`src/rtl/sirq_pkg.sv`:
```
package sirq_pkg;
  localparam int unsigned SIRQ_N_PORTS = 2;
  localparam int unsigned SIRQ_N_REQ   = 4;
  typedef enum logic {CORE_A = 1'b0, CORE_B = 1'b1} core_e;
endpackage

```
`src/rtl/sirq_port_dec.sv`:
```
module sirq_port_dec #(
  parameter int unsigned DATA_W  = 16,
  parameter int unsigned SET_LSB = 6,
  parameter int unsigned NUM_REQ = 4
) (
  input  logic               clk_i,
  input  logic               rst_ni,
  input  logic               req_i,
  input  logic               we_i,
  input  logic [DATA_W-1:0]  wdata_i,
  input  logic [NUM_REQ-1:0] status_i,
  output logic [NUM_REQ-1:0] set_o,
  output logic [NUM_REQ-1:0] clr_o,
  output logic               ack_o,
  output logic [DATA_W-1:0]  rdata_o
);
  localparam int unsigned CLR_LSB = SET_LSB + NUM_REQ;

  logic              wr;
  logic [DATA_W-1:0] unused_wdata;

  assign wr           = req_i && we_i;
  assign set_o        = wr ? wdata_i[SET_LSB +: NUM_REQ] : '0;
  assign clr_o        = wr ? wdata_i[CLR_LSB +: NUM_REQ] : '0;
  assign unused_wdata = wdata_i;

  always_ff @(posedge clk_i or negedge rst_ni) begin
    if (!rst_ni) begin
      ack_o   <= 1'b0;
      rdata_o <= '0;
    end else begin
      ack_o   <= req_i;
      rdata_o <= '0;
      if (req_i && !we_i) rdata_o[SET_LSB +: NUM_REQ] <= status_i;
    end
  end


  ack_follows_req_chk: assert property (@(posedge clk_i) disable iff (!rst_ni)
    req_i |=> ack_o);

  no_spurious_ack_chk: assert property (@(posedge clk_i) disable iff (!rst_ni)
    !req_i |=> !ack_o);

  rd_field_only_chk: assert property (@(posedge clk_i) disable iff (!rst_ni)
    (req_i && !we_i) |=> (rdata_o[SET_LSB +: NUM_REQ] == $past(status_i)));
endmodule

```
`src/rtl/sirq_store.sv`:
```
module sirq_store #(
  parameter int unsigned NUM_REQ = 4,
  parameter int unsigned N_PORTS = 2
) (
  input  logic                            clk_i,
  input  logic                            rst_ni,
  input  logic [N_PORTS-1:0][NUM_REQ-1:0] set_i,
  input  logic [N_PORTS-1:0][NUM_REQ-1:0] clr_i,
  output logic [NUM_REQ-1:0]              status_o
);
  logic [NUM_REQ-1:0] set_all, clr_all, status_q;

  always_comb begin
    set_all = '0;
    clr_all = '0;
    for (int p = 0; p < N_PORTS; p++) begin
      set_all = set_all | set_i[p];
      clr_all = clr_all | clr_i[p];
    end
  end

  // set has priority so a request raised in the same cycle is never lost
  always_ff @(posedge clk_i or negedge rst_ni) begin
    if (!rst_ni) status_q <= '0;
    else         status_q <= (status_q & ~clr_all) | set_all;
  end

  assign status_o = status_q;


  set_raises_chk: assert property (@(posedge clk_i) disable iff (!rst_ni)
    (|set_all) |=> (($past(set_all) & ~status_q) == '0));

  clr_lowers_chk: assert property (@(posedge clk_i) disable iff (!rst_ni)
    (|(clr_all & ~set_all)) |=> (($past(clr_all & ~set_all) & status_q) == '0));

  sticky_hold_chk: assert property (@(posedge clk_i) disable iff (!rst_ni)
    (|status_q) |=> ((($past(status_q) & ~$past(clr_all)) & ~status_q) == '0));

  set_wins_chk: assert property (@(posedge clk_i) disable iff (!rst_ni)
    (|(set_all & clr_all)) |=> (($past(set_all & clr_all) & ~status_q) == '0));
endmodule

```
`src/rtl/sirq_gate.sv`:
```
module sirq_gate #(
  parameter int unsigned NUM_REQ = 4
) (
  input  logic [NUM_REQ-1:0] status_i,
  input  logic [NUM_REQ-1:0] mask_i,
  output logic [NUM_REQ-1:0] irq_o
);
  for (genvar k = 0; k < NUM_REQ; k++) begin : g_irq
    assign irq_o[k] = status_i[k] & mask_i[k];
  end
endmodule

```
`src/rtl/xcore_sirq_reg.sv`:
```
module xcore_sirq_reg #(
  parameter int unsigned DATA_W  = 16,
  parameter int unsigned SET_LSB = 6,
  parameter int unsigned NUM_REQ = sirq_pkg::SIRQ_N_REQ
) (
  input  logic               clk_i,
  input  logic               rst_ni,
  input  logic               a_req_i,
  input  logic               a_we_i,
  input  logic [DATA_W-1:0]  a_wdata_i,
  output logic [DATA_W-1:0]  a_rdata_o,
  output logic               a_ack_o,
  input  logic               b_req_i,
  input  logic               b_we_i,
  input  logic [DATA_W-1:0]  b_wdata_i,
  output logic [DATA_W-1:0]  b_rdata_o,
  output logic               b_ack_o,
  input  logic [NUM_REQ-1:0] en_mask_i,
  output logic [NUM_REQ-1:0] irq_o
);
  import sirq_pkg::*;
  localparam int unsigned NP = SIRQ_N_PORTS;

  logic [NP-1:0]              req, we, ack;
  logic [NP-1:0][DATA_W-1:0]  wdata, rdata;
  logic [NP-1:0][NUM_REQ-1:0] set_m, clr_m;
  logic [NUM_REQ-1:0]         status;

  assign req[CORE_A]   = a_req_i;
  assign we[CORE_A]    = a_we_i;
  assign wdata[CORE_A] = a_wdata_i;
  assign req[CORE_B]   = b_req_i;
  assign we[CORE_B]    = b_we_i;
  assign wdata[CORE_B] = b_wdata_i;

  for (genvar p = 0; p < NP; p++) begin : g_port
    sirq_port_dec #(.DATA_W(DATA_W), .SET_LSB(SET_LSB), .NUM_REQ(NUM_REQ)) u_dec (
      .clk_i(clk_i), .rst_ni(rst_ni), .req_i(req[p]), .we_i(we[p]),
      .wdata_i(wdata[p]), .status_i(status), .set_o(set_m[p]), .clr_o(clr_m[p]),
      .ack_o(ack[p]), .rdata_o(rdata[p]));
  end

  sirq_store #(.NUM_REQ(NUM_REQ), .N_PORTS(NP)) u_store (
    .clk_i(clk_i), .rst_ni(rst_ni), .set_i(set_m), .clr_i(clr_m), .status_o(status));

  sirq_gate #(.NUM_REQ(NUM_REQ)) u_gate (
    .status_i(status), .mask_i(en_mask_i), .irq_o(irq_o));

  assign a_rdata_o = rdata[CORE_A];
  assign a_ack_o   = ack[CORE_A];
  assign b_rdata_o = rdata[CORE_B];
  assign b_ack_o   = ack[CORE_B];


  masked_irq_chk: assert property (@(posedge clk_i) disable iff (!rst_ni)
    ((irq_o & ~en_mask_i) == '0));
endmodule

```
`config.mk`:
```
export PLATFORM = sky130hd
export DESIGN_NAME = xcore_sirq_reg
export DESIGN_NICKNAME = d
export VERILOG_FILES = /design/src/rtl/sirq_pkg.sv /design/src/rtl/sirq_port_dec.sv /design/src/rtl/sirq_store.sv /design/src/rtl/sirq_gate.sv /design/src/rtl/xcore_sirq_reg.sv
export SDC_FILE = /design/constraint.sdc
export NUM_CORES = 1
export LEC_CHECK = 0
export BUFFER_PORTS_ARGS = -buffer_cell sky130_fd_sc_hd__buf_2
export CORE_MARGIN = 1.5
export CORE_UTILIZATION = 30
export DETAILED_ROUTE_END_ITERATION = 8
export PLACE_DENSITY_LB_ADDON = 0.1
export SYNTH_ARGS = -nofsm -noshare
export SYNTH_HDL_FRONTEND = slang
export SYNTH_SLANG_ARGS = --single-unit
```
`constraint.sdc`:
```
create_clock -name clk_i -period 0.8 [get_ports clk_i]
set_input_delay 0.16 -clock clk_i [delete_from_list [all_inputs] [get_ports clk_i]]
set_output_delay 0.16 -clock clk_i [all_outputs]
set_load 0.02 [all_outputs]
```
==> flow_metrics.py <==
metrics = {
    "routing": {
        "top_layer": "met4",
        "drc": 0,
        "routed_wl_um": 1378,
        "via_per_inst": 3.938,
        "final_antenna_net_count": 0,
        "drt-pass1-iter-count": 2,
        "wl_per_cell_um": 9.503,
        "route.met2.wl_um": 655,
        "dr.first_iter.drc_count": 3,
        "wl_met1_um": 572,
        "vias": 571,
        "wl_met3_um": 130,
    },
    "cells_and_area": {
        "final_core_util_pct": 48.10,
        "finalNetCount": 161,
        "diodes": 0,
        "layout.cells.non_filler": 145,
        "final_area_um2": 1095,
        "drive_gt1_share_pct": 51.28,
        "syn2layout_area_growth_pct": 47.80,
    },
    "synth": {
        "synth_area_per_cell_um2": 11.06,
        "synthTopCellsByArea": "dfrtp_1 47%, buf_4 24%, and2_1 11%",
        "synth_area_um2": 740.7,
        "yosysTopAreaCell": "dfrtp_1",
        "synth_edf_count": 0,
        "synth.distinct_cells": 10,
        "seq_area_frac_synth_pct": 47.30,
        "yosysMostFrequentCell": "buf_4",
        "synth-seq-cells": 14,
        "yosysWarnings": 0,
        "yosys_most_used_dff": "dfrtp_1",
        "async_flop_share_pct": 100.0,
        "netlist.area_leader.share_pct": 47.30,
        "synthCells": 67,
        "yosys-top-cells-count": "24 x buf_4, 14 x dfrtp_1, 13 x and2_1",
    },
    "timing": {
        "finalCriticalPeriod_ps": 1094,
        "skew_ps": 2.340,
        "setup_viol": 24,
        "setup_slack_ps": -294.0,
        "drv_slew": 0,
        "min_period_over_period_pct": 136.7,
        "hold_viol_final": 0,
        "grt_setup_unrepaired": "yes",
        "tns_ps": -3345,
        "max_freq_mhz": 914.1,
    },
    "clock_network": {
        "clockBufferDepth": 2,
        "cts.clk_slew.worst_paths_ps": 70,
        "cts_tree": "yes",
        "cts_root_buf": "clkbuf_4",
        "insertion_delay_ps": 270,
        "htree_levels": 1,
        "cts_sinks": 14,
        "cts_buffers": 3,
    },
    "placed_design": {
        "portBuffers": 39,
        "dpl-instance-area_um2": 905.9,
        "place.gp.congestion": 0.6744,
        "dp_cells": 137,
    },
    "global_routing": {
        "grt_overflow": 0,
        "antenna_found_initial": 0,
        "grt_pass1_vias": 478,
        "grt_use_total_pct": 10.57,
        "grt_max_degree": 15,
        "grt_pass1_wl_um": 2097,
    },
    "floorplan": {
        "chipHeight_um": 52.69,
        "die_w_um": 52.69,
        "row_count": 17,
        "die_area_um2": 2776,
        "start_util_pct": 32.55,
        "io_pins": 80,
        "fp.coreArea_um2": 2276,
    },
    "pwr": {
        "power_leakage_nw": 0.6027,
        "p_total_w": 0.001818,
        "p_per_area_nw_per_um2": 1661,
        "ir_drop_uv": 748.0,
    },
    "setup_path": {
        "critPathLaunch": "u_store.status_o[3]$_DFF_PN0_",
        "path_class": "flop to output pin",
        "worst-path-max-fanout": 2,
        "crit-reg2reg-launch": "u_store.status_o[1]$_DFF_PN0_",
        "max_stage_delay_ps": 400,
        "cp_slowest_cell": "dfrtp_1",
        "crit_required_ps": 640,
        "startpoint_type": "flop",
        "cp-end-kind": "output pin",
        "worstPathArrival_ps": 930,
        "critical_path.cell_chain": "and2_4 -> buf_6",
    },
    "min_path": {
        "min-delay-start": "b_req_i",
        "hold_path.class": "input port to flop",
    },
    "outcome": {
        "violations": "setup timing",
        "status": "finished, violations left",
    },
    "job": {
        "cap_violations": 0,
    },
}
placed cells by master, fill, tap and decap left out:
master         netlist  routed
and3_1               4       4
and2b_1              1       1
dlygate4sd3_1        0       1
and2_1              13       4
buf_6                1      19
buf_4               24       4
clkbuf_4             0       3
nor2b_1              1       1
buf_2                0      25
a32oi_1              4       4
and2_4               0       9
conb_1               1      24
a221o_1              4       4
dfrtp_1             14      14
power breakdown:
part	switching [W]	internal (W)	leakage (nW)
Sequential	0.0000406	0.000772	0.176
Combinational	0.000306	0.000336	0.413
Clock	0.000189	0.000174	0.0138
layer usage:
| layer | GRT usage (%) | vias up |
|---|---|---|
| met5 | 0 | - |
| met4 | 7.692 | 0 |
| met3 | 1.143 | 2 |
| met2 | 16.67 | 42 |
| met1 | 13.18 | 248 |
| li1 | - | 279 |
per-stage QoR:
step	hold WS [ps]	setup WS [ps]
finish	105.7	-294.0
global route	95.59	-337.4
CTS	90.84	-302.8
detailed placement	63.73	-127.5
global placement	63.81	-119.7
floorplan	-135.6	-35.00
worst max-delay path, delay by kind of cell (launching register included):
family,cells,cell delay [ps]
buffers and inverters,1,120
flip-flops,1,400
AND/OR/NAND/NOR,1,150
logic make-up after synthesis:
| kind of cell | Yosys count | synth area share [%] |
|---|---|---|
| and+or+nand+nor | 19 | 16.22 |
| AOI/OAI and AO/OA | 8 | 10.13 |
| DFF | 14 | 47.30 |
| other | 1 | 0.5063 |
| buffers and inverters | 25 | 25.84 |
path summary, 6_finish.rpt:
kind / end / slack (ps) / depth (start not counted)
min in group asynchronous: g_port[1].u_dec.rdata_o[9]$_DFF_PN0_ / 300 / 2
max: irq_o[3] / -290 / 2
max reg2reg: u_store.status_o[1]$_DFF_PN0_ / -150 / 2
max in group asynchronous: u_store.status_o[0]$_DFF_PN0_ / 270 / 2
min: g_port[1].u_dec.ack_o$_DFF_PN0_ / 110 / 2
min reg2reg: g_port[1].u_dec.rdata_o[9]$_DFF_PN0_ / 620 / 2
flip-flops by register name (all words and copies together), names as in the netlist:
name                  count
g_port.u_dec.ack_o        2
u_store.status_o          4
g_port.u_dec.rdata_o      8
area by class of cell:
type	count	area [µm²]
fillers	227	1181
flip-flops and latches	14	350.3
multi-input cells	51	307.8
repair buffers	49	379.1
clock buffers	3	22.52
well taps	28	35.03
repair_timing:
item,4_1_cts,5_1_grt
endpoints found under the setup margin,18,24
buffers inserted,4,4
pin swaps,0,4
hold buffers,1,0
hold endpoints to repair,14,0
gates cloned,0,0
resized for setup,36,6
(Power assumes the default switching activity.)
